[src/rtl/vid_regbank.sv]
module vid_regbank #(
  parameter int HW = 7,
  parameter int VW = 9
) (
  input  logic          clk,
  input  logic          rst_n,
  input  logic [3:0]    addr,
  input  logic [7:0]    wdata,
  input  logic          wr_en,
  input  logic          rd_en,
  input  logic [HW-1:0] hcount,
  input  logic [VW-1:0] vcount,
  input  logic          pal_mode,
  input  logic          odd_frame,
  output logic          interlace,
  output logic [6:0]    first_col,
  output logic [7:0]    first_row,
  output logic [6:0]    num_cols,
  output logic [5:0]    num_rows,
  output logic          tall_chars,
  output logic [13:0]   matrix_base,
  output logic [13:0]   char_base,
  output logic [31:0]   aud_ctrl,
  output logic [3:0]    aux_colour,
  output logic [3:0]    volume,
  output logic [2:0]    border_colour,
  output logic [3:0]    bg_colour,
  output logic          invert_cells,
  output logic [7:0]    rd_data
);
  localparam logic [HW-1:0] NTSC_LEN  = HW'(65);
  localparam logic [HW-1:0] PAL_LEN   = HW'(71);
  localparam logic [HW-1:0] NTSC_OFF  = HW'(40);
  localparam logic [HW-1:0] PAL_OFF   = HW'(4);
  localparam logic [HW-1:0] NTSC_WRAP = HW'(58);
  localparam logic [VW-1:0] NTSC_FLD  = VW'(261);
  localparam logic [VW-1:0] PAL_FLD   = VW'(312);

  logic [7:0] raw_q [16];

  always_ff @(posedge clk or negedge rst_n) begin
    if (!rst_n) begin
      for (int i = 0; i < 16; i++) raw_q[i] <= 8'h00;
    end else if (wr_en) begin
      raw_q[addr] <= wdata;
    end
  end

  assign interlace     = raw_q[0][7] & ~pal_mode;
  assign first_col     = raw_q[0][6:0];
  assign first_row     = raw_q[1];
  assign num_cols      = raw_q[2][6:0];
  assign num_rows      = raw_q[3][6:1];
  assign tall_chars    = raw_q[3][0];
  assign matrix_base   = {raw_q[5][7:4], raw_q[2][7], 9'd0};
  assign char_base     = {raw_q[5][3:0], 10'd0};
  assign aud_ctrl      = {raw_q[13], raw_q[12], raw_q[11], raw_q[10]};
  assign aux_colour    = raw_q[14][7:4];
  assign volume        = raw_q[14][3:0];
  assign border_colour = raw_q[15][2:0];
  assign bg_colour     = raw_q[15][7:4];
  assign invert_cells  = ~raw_q[15][3];

  logic [HW-1:0] line_len, look_off, wrap_pos;
  logic [VW-1:0] field_len, raster;
  logic [HW:0]   hsum;
  logic [VW:0]   line_n;
  logic          odd_like;

  assign line_len  = pal_mode ? PAL_LEN : NTSC_LEN;
  assign look_off  = pal_mode ? PAL_OFF : NTSC_OFF;
  assign wrap_pos  = pal_mode ? (PAL_LEN - HW'(4)) : NTSC_WRAP;
  assign field_len = interlace ? (odd_frame ? VW'(262) : VW'(263))
                               : (pal_mode ? PAL_FLD : NTSC_FLD);
  assign hsum      = {1'b0, hcount} + {1'b0, look_off};
  assign line_n    = {1'b0, vcount} + {{VW{1'b0}}, (hsum >= {1'b0, line_len})};
  assign odd_like  = odd_frame | ~interlace;

  always_comb begin
    if (line_n < {1'b0, field_len})
      raster = line_n[VW-1:0];
    else if (odd_like)
      raster = (hcount >= wrap_pos) ? '0 : field_len - VW'(1);
    else
      raster = VW'(line_n - {1'b0, field_len});
  end

  logic [7:0] rd_mux;
  always_comb begin
    case (addr)
      4'd3:    rd_mux = {raster[0], raw_q[3][6:0]};
      4'd4:    rd_mux = raster[8:1];
      default: rd_mux = raw_q[addr];
    endcase
  end

  always_ff @(posedge clk or negedge rst_n) begin
    if (!rst_n)     rd_data <= 8'h00;
    else if (rd_en) rd_data <= rd_mux;
  end

  assert_store_R2: assert property (@(posedge clk) disable iff (!rst_n)
    wr_en |=> raw_q[$past(addr)] == $past(wdata));
  assert_rdhold_R2: assert property (@(posedge clk) disable iff (!rst_n)
    !rd_en |=> $stable(rd_data));
  assert_pal_nointl_R3: assert property (@(posedge clk) disable iff (!rst_n)
    pal_mode |-> !interlace);
  assert_raster_range_R9: assert property (@(posedge clk) disable iff (!rst_n)
    (vcount < field_len && hcount < line_len) |-> raster < field_len);
  assert_rd3_low_R10: assert property (@(posedge clk) disable iff (!rst_n)
    (rd_en && addr == 4'd3 && !wr_en) |=> rd_data[6:0] == raw_q[3][6:0]);
endmodule

[config.mk]
export PLATFORM = sky130hd
export DESIGN_NAME = vid_regbank
export DESIGN_NICKNAME = d
export VERILOG_FILES = /design/src/rtl/vid_regbank.sv
export SDC_FILE = /design/constraint.sdc
export NUM_CORES = 1
export LEC_CHECK = 0
export ABC_AREA = 1
export BUFFER_PORTS_ARGS = -buffer_cell sky130_fd_sc_hd__buf_4
export CORE_MARGIN = 1
export CORE_UTILIZATION = 48
export CTS_BUF_LIST = sky130_fd_sc_hd__clkbuf_8
export CTS_CLUSTER_DIAMETER = 100
export DETAILED_ROUTE_END_ITERATION = 6
export GPL_TIMING_DRIVEN = 1
export PLACE_DENSITY = 0.82
export SLEW_MARGIN = 20
export SYNTH_ARGS = -nofsm -noshare
export SYNTH_HDL_FRONTEND = slang
export SYNTH_SLANG_ARGS = --single-unit
[constraint.sdc]
create_clock -name clk -period 3.7 [get_ports clk]
set_clock_uncertainty 0.1 [all_clocks]
set_input_delay 0.555 -clock clk [delete_from_list [all_inputs] [get_ports clk]]
set_output_delay 0.555 -clock clk [all_outputs]
set_load 0.05 [all_outputs]
* Yosys cells after proc, flatten, opt, wreduce, memory -nomap -nowiden
Index checks and enable logic that the tools add are counted.
Widths: inputs -> output; s select.
** Cells by class
- Add/subtract/negate cells :: 4
- Order comparisons :: 5
- Eq/ne operators :: 2
- Muxes and demuxes :: 16
- Bitwise logic cells :: 6
- Reductions and logical operators :: 1
** Operators with widths (number)
- $bwmux 128 :: 1
- $bmux 8 s4 :: 1
- $demux 8 s4 :: 1
- $mux 9 :: 3
- $mux 8 :: 3
- $mux 6 :: 3
- $pmux 8 s2 :: 1
- $add 9x1->10 :: 1
- $lt 10x9->1 :: 1
- $sub 9x1->9 const B :: 1
- $sub 9x9->9 :: 1
- $add 7x6->8 :: 1
- $ge 8x7->1 :: 1
- $ge 7x7->1 :: 1
- $mux 7 :: 1
- $ge 5x5->1 const B :: 1
- $lt 5x1->1 const B :: 1
- $not 4->5 :: 1
- $eq 4x2->1 const B :: 1
- $eq 4x3->1 const B :: 1
- $mux 3 :: 1
- $not 1->1 :: 3
- $and 1x1->1 :: 1
- $logic_and 1x1->1 :: 1
- 2 further kinds :: 2
** Storage, ports and cells
- Flip-flop bits (word level) :: 136
- Output and inout port bits :: 114
- Word-level logic and storage cells :: 51

* Logic depth before layout (Yosys ltp)
- Depth in word-level cells :: 8
- Depth in mapped cells :: 26
- Gate-level depth less buffers :: 26

* Worst setup path after synthesis
No wires, ideal clock.
- Path type :: input-to-reg
- From :: input hcount[2]
- To :: register rd_data[4]
- Setup time :: 122 ps
- Arrival time :: 3640 ps
- Required time :: 3478 ps
- Slack :: -162 ps
- Cell stages on the path :: 23
- Path buffers :: 0
- Cells stage by stage :: ha_1 > inv_1 > fa_1 > nor2_1 > o21ai_0 > a22oi_1 > ha_1 > ha_1 > nand2_1 > nor2_1 > xor2_1 > ha_1 > nand2_1 > inv_1 > nand2_1 > nand2_1 > nor2_1 > nand3_2 > nand2_2 > nand2_2 > or2_2 > nand3_1 > a21oi_1
** On the way
- Word-level cells in the longest chain between the ends :: 7
- Elaborated cells between the ends (all ways) :: 10
- Those cells by class :: add/sub: 3; order compare: 3; mux: 4
** RTL lines
- from (decl) :: RTL line 11 : input logic [HW-1:0] hcount,
- $add 7x6->8 :: RTL line 75 : assign hsum = {1'b0, hcount} + {1'b0, look_off};
- $ge 8x7->1 :: RTL line 76 : assign line_n = {1'b0, vcount} + {{VW{1'b0}}, (hsum >= {1'b0, line_len})};
- $add 9x1->10 :: RTL line 76
- $sub 9x9->9 :: RTL line 85 : raster = VW'(line_n - {1'b0, field_len});
- $mux 9 :: RTL line 82 : else if (odd_like)
- $mux 9 * :: RTL line 80 : if (line_n < {1'b0, field_len})
- $pmux 8 s2 * :: RTL line 90 : case (addr)
- to (signal assigned) :: RTL line 99 : else if (rd_en) rd_data <= rd_mux;
- to (decl) :: RTL line 29 : output logic [7:0] rd_data
Every way passes the cells marked *; elsewhere a longest branch is shown, timed or not.
A chain may end at the register's enable or synchronous reset.

* Worst setup path in the final report
- From :: input pal_mode
- To :: register rd_data[0]
** On the way
- Word-level cells in the longest chain between the ends :: 8
- Elaborated cells between the ends (all ways) :: 20
- Those cells by class :: add/sub: 4; order compare: 3; mux: 9; bitwise: 4
** RTL lines
- from (decl) :: RTL line 13 : input logic pal_mode,
- $mux 6 / $not 1->1 (equally long branches) :: RTL line 71, 49
- $add 7x6->8 / $and 1x1->1 (equally long branches) :: RTL line 75, 49
- $ge 8x7->1 / $mux 6 (equally long branches) :: RTL line 76, 73
- $add 9x1->10 / $sub 9x1->9 (equally long branches) :: RTL line 76, 83
- $sub 9x9->9 / $mux 9 (equally long branches) :: RTL line 85, 83
- $mux 9 :: RTL line 82
- $mux 9 * :: RTL line 80
- $pmux 8 s2 * :: RTL line 90
Marks and branches as above.

==> impl_metrics.toml <==
[route]
firstDrtPassIters = 6
num_vias = 7053
totalWireLength_um = 21500
antenna_left = 0
viasPerCell = 5.36
wl_per_cell_um = 16.3
drc = 0
drt_iter0_markers = 692

[yosys]
synth_top_family_by_area = "simple AND/OR/NAND/NOR gates"
yosysUniqueCellTypes = 37
synth_area_leaders = "dfrtp_1 (43%), nand2_1 (13%), buf_4 (9.8%), o21ai_0 (9.5%), inv_1 (3.9%)"
postSynthCellCount = 1028
synth_compound_area_share_pct = 16.2
synth-simple-area-share_pct = 20.2
syn_avg_cell_area_um2 = 7.72
yosys_register_bits = 136
ys_async_sr_fraction_pct = 100
ys.flop_type = "dfrtp_1"
yosysTopAreaCell = "dfrtp_1"
synthAdderAreaFrac_pct = 3.66
ys_seq_area_share_pct = 42.9
synth_top_cell_area_share_pct = 42.9
synth.area.mux_share_pct = 0
yosys.area_share.xor_xnor_pct = 0.883
yosysWarningCount = 0
synth_area_um2 = 7930
synth-edff-count = 0

[placement]
hpwlAfterDp_um = 15200
globalplace.congestion = 0.907
portBuffers = 128
post-place-ws_ns = -0.341

[job]
drv_cap = 0

[critical_path]
cp.required_ns = 3.93
r2r_slack_ns = 1.25
worst_r2r_endpoint = "rd_data[0]$_DFFE_PN0P_"
path_cells = "buf_4 > clkinvlp_4 > ha_1 > xnor2_1 > nor2_1 > nor3_2 > a22oi_2 > ha_2 > ha_4 > nand2_4 > nor2_4 > xor2_2 > ha_1 > nand2_2 > buf_4 > nor3_4 > nor2_2 > nand3_2 > nand2_2 > nand2_4 > or2_4 > nand3_2 > a21oi_1"
r2r_cells = 13
slowest_stage = "ha_1"
crit-reg2reg-launch = "raw_q[127]$_DFFE_PN0P_"
endpoint_kind = "flop"
startpoint_type = "primary input"
cp.buffers_inverters = 3
crit_fanout = 14
max_stage_delay_ns = 0.33
path_class = "primary input to flop"
cp.arrival_ns = 3.77
cp_top_family = "simple AND/OR/NAND/NOR gates"

[clock_network]
cts_tree = "yes"
clockBufferDepth = 2
holdBufCountCts = 0
clk_pin_slew_worst_paths_ns = 0.08
cts_sinks = 136
clk_latency_ns = 0.44
ctsHtreeMaxLevel = 4
clockRootBuffer = "clkbuf_8"
cts-buffers-inserted = 17

[cells_and_area]
nets = 1142
nFillCells = 1422
drive_gt1_share_pct = 22.4
syn_to_final_growth_pct = 15.7
final_common_cell = "nand2_1"
mostFrequentLayoutCells = "nand2_1 (278), buf_4 (161), o21ai_0 (149)"
utilization_pct = 57.4
diodes = 0

[timing]
maxSlewViolCount = 0
setup_viol = 0
worstMarginPinSlew_ns = 0.731
hold_violations = 0
finalWorstSetupSlack_ns = 0.156
period_share_pct = 95.8
fmax_ghz = 0.282
period_minus_slack_ns = 3.54
slew_headroom_pct = 51.1

[die]
top_level_ports = 148
fp.dieH_um = 131
die-area_um2 = 17000
die_x_um = 131
start_util_pct = 49.6
coreArea_um2 = 16000
rows = 46

[power]
p_switching_mw = 2.26
ir_drop_mv = 0.470
pwr-share-seq_pct = 37.8
power_leakage_nw = 4.53
comb_power_share_pct = 37.5
total_power_mw = 5.44
p_int_mw = 3.18
switching_share_pct = 41.6
pwr-share-clk_pct = 24.8
power.density_nw_per_um2 = 593

[global_route]
gr-total-overflow = 0
grt_pass1_wl_um = 33800
grt_pass1_vias = 6683
grt_use_total_pct = 25.9
grt_max_degree = 63
antenna_found_initial = 0

[min_path]
hold_class = "primary input to asynchronous set/reset pin"

[status]
status = "completed"
[state kept, by name (all words and copies together), names as in the netlist, 3 cells and up]
signal         count
aud_ctrl          32
border_colour      3
first_row          8
bg_colour          4
aux_colour         4
raw_q             43
char_base          4
matrix_base        5
volume             4
first_col          7
rd_data            8
num_rows           6
num_cols           7
[cell type report]
cell class | instances | area, um2 | area share, %
clock buffer | 19 | 262 | 2.85
sequential | 136 | 3400 | 37.1
clock inverter | 13 | 179 | 1.95
timing repair buffer | 163 | 1240 | 13.5
tap | 216 | 270 | 2.95
multi-input combinational | 680 | 3490 | 38.0
inverter | 88 | 334 | 3.64
[worst max-delay path by stage]
| stage | endpoint | cells after the start | from |
|---|---|---|---|
| after floorplan | rd_data[3]$_DFFE_PN0P_ | 23 | hcount[2] |
| after global placement | rd_data[6]$_DFFE_PN0P_ | 23 | pal_mode |
| after detailed placement | rd_data[4]$_DFFE_PN0P_ | 22 | pal_mode |
| after CTS | rd_data[4]$_DFFE_PN0P_ | 22 | pal_mode |
| after global routing | rd_data[7]$_DFFE_PN0P_ | 27 | pal_mode |
| final | rd_data[0]$_DFFE_PN0P_ | 23 | pal_mode |
[cells in the mapped netlist, types with 2 or more instances]
master and count:
o21ai_0 150, clkbuf_1 24, a21oi_1 45, a21o_1 2
xnor2_1 4, inv_2 4, o21bai_1 2, nand3b_1 2
buf_4 104, dfrtp_1 136, nand4_1 5, inv_1 83
a22oi_1 23, nand3_1 22, o21ai_1 14, nor2_1 53
ha_1 20, nor2_2 8, nand2_1 280, buf_2 13
nor2_4 4, nand2_2 6, or2_2 2, nor3_1 5
fa_1 2, xor2_1 4
[power groups by stage]
| stage | Clock [mW] | Combinational (mW) | Sequential [mW] |
|---|---|---|---|
| finish | 1.35 | 2.04 | 2.05 |
| detailed placement | 0 | 2.00 | 2.07 |
| global route | 1.42 | 2.18 | 2.09 |
| floorplan | 0 | 1.64 | 2.04 |
| CTS | 1.36 | 2.01 | 2.05 |
| global placement | 0 | 1.97 | 2.07 |
[metal layers]
layer	part of all wire (%)	wire (um)	track usage (%)
met5	0	0	0
met4	3.5	759	10.4
met3	8.2	1760	6.76
met2	45	9710	39.7
met1	43	9240	35.1
[kinds of logic (layout without fill, tap and decap cells)]
logic type	Yosys count	after routing
AO/OA/AOI/OAI	241	241
buffers and inverters	230	283
flip-flops	136	136
XOR/XNOR	8	8
other	1	19
adder cells (fa/ha/maj)	22	22
AND/OR/NAND/NOR	390	390
[through the flow]
stage | cells | hold slack (ns) | cell area [um2] | setup TNS, ns
5_1_grt | 1315 | 0.0641 | 9180 | -0.400
3_5_place_dp | 1282 | 0.373 | 8610 | -2.53
6_report | 1315 | 0.0272 | 9180 | 0
3_3_place_gp | 1282 | 0.365 | 8610 | -2.38
4_1_cts | 1314 | 0.0388 | 9050 | 0
2_1_floorplan | 1046 | 0.159 | 8050 | -0.197
[timing repair]
action | in CTS | in global routing
setup endpoints to repair | 0 | 8
setup buffers | 0 | 1
resized for setup | 0 | 21
Power figures use the tool's default switching activity.
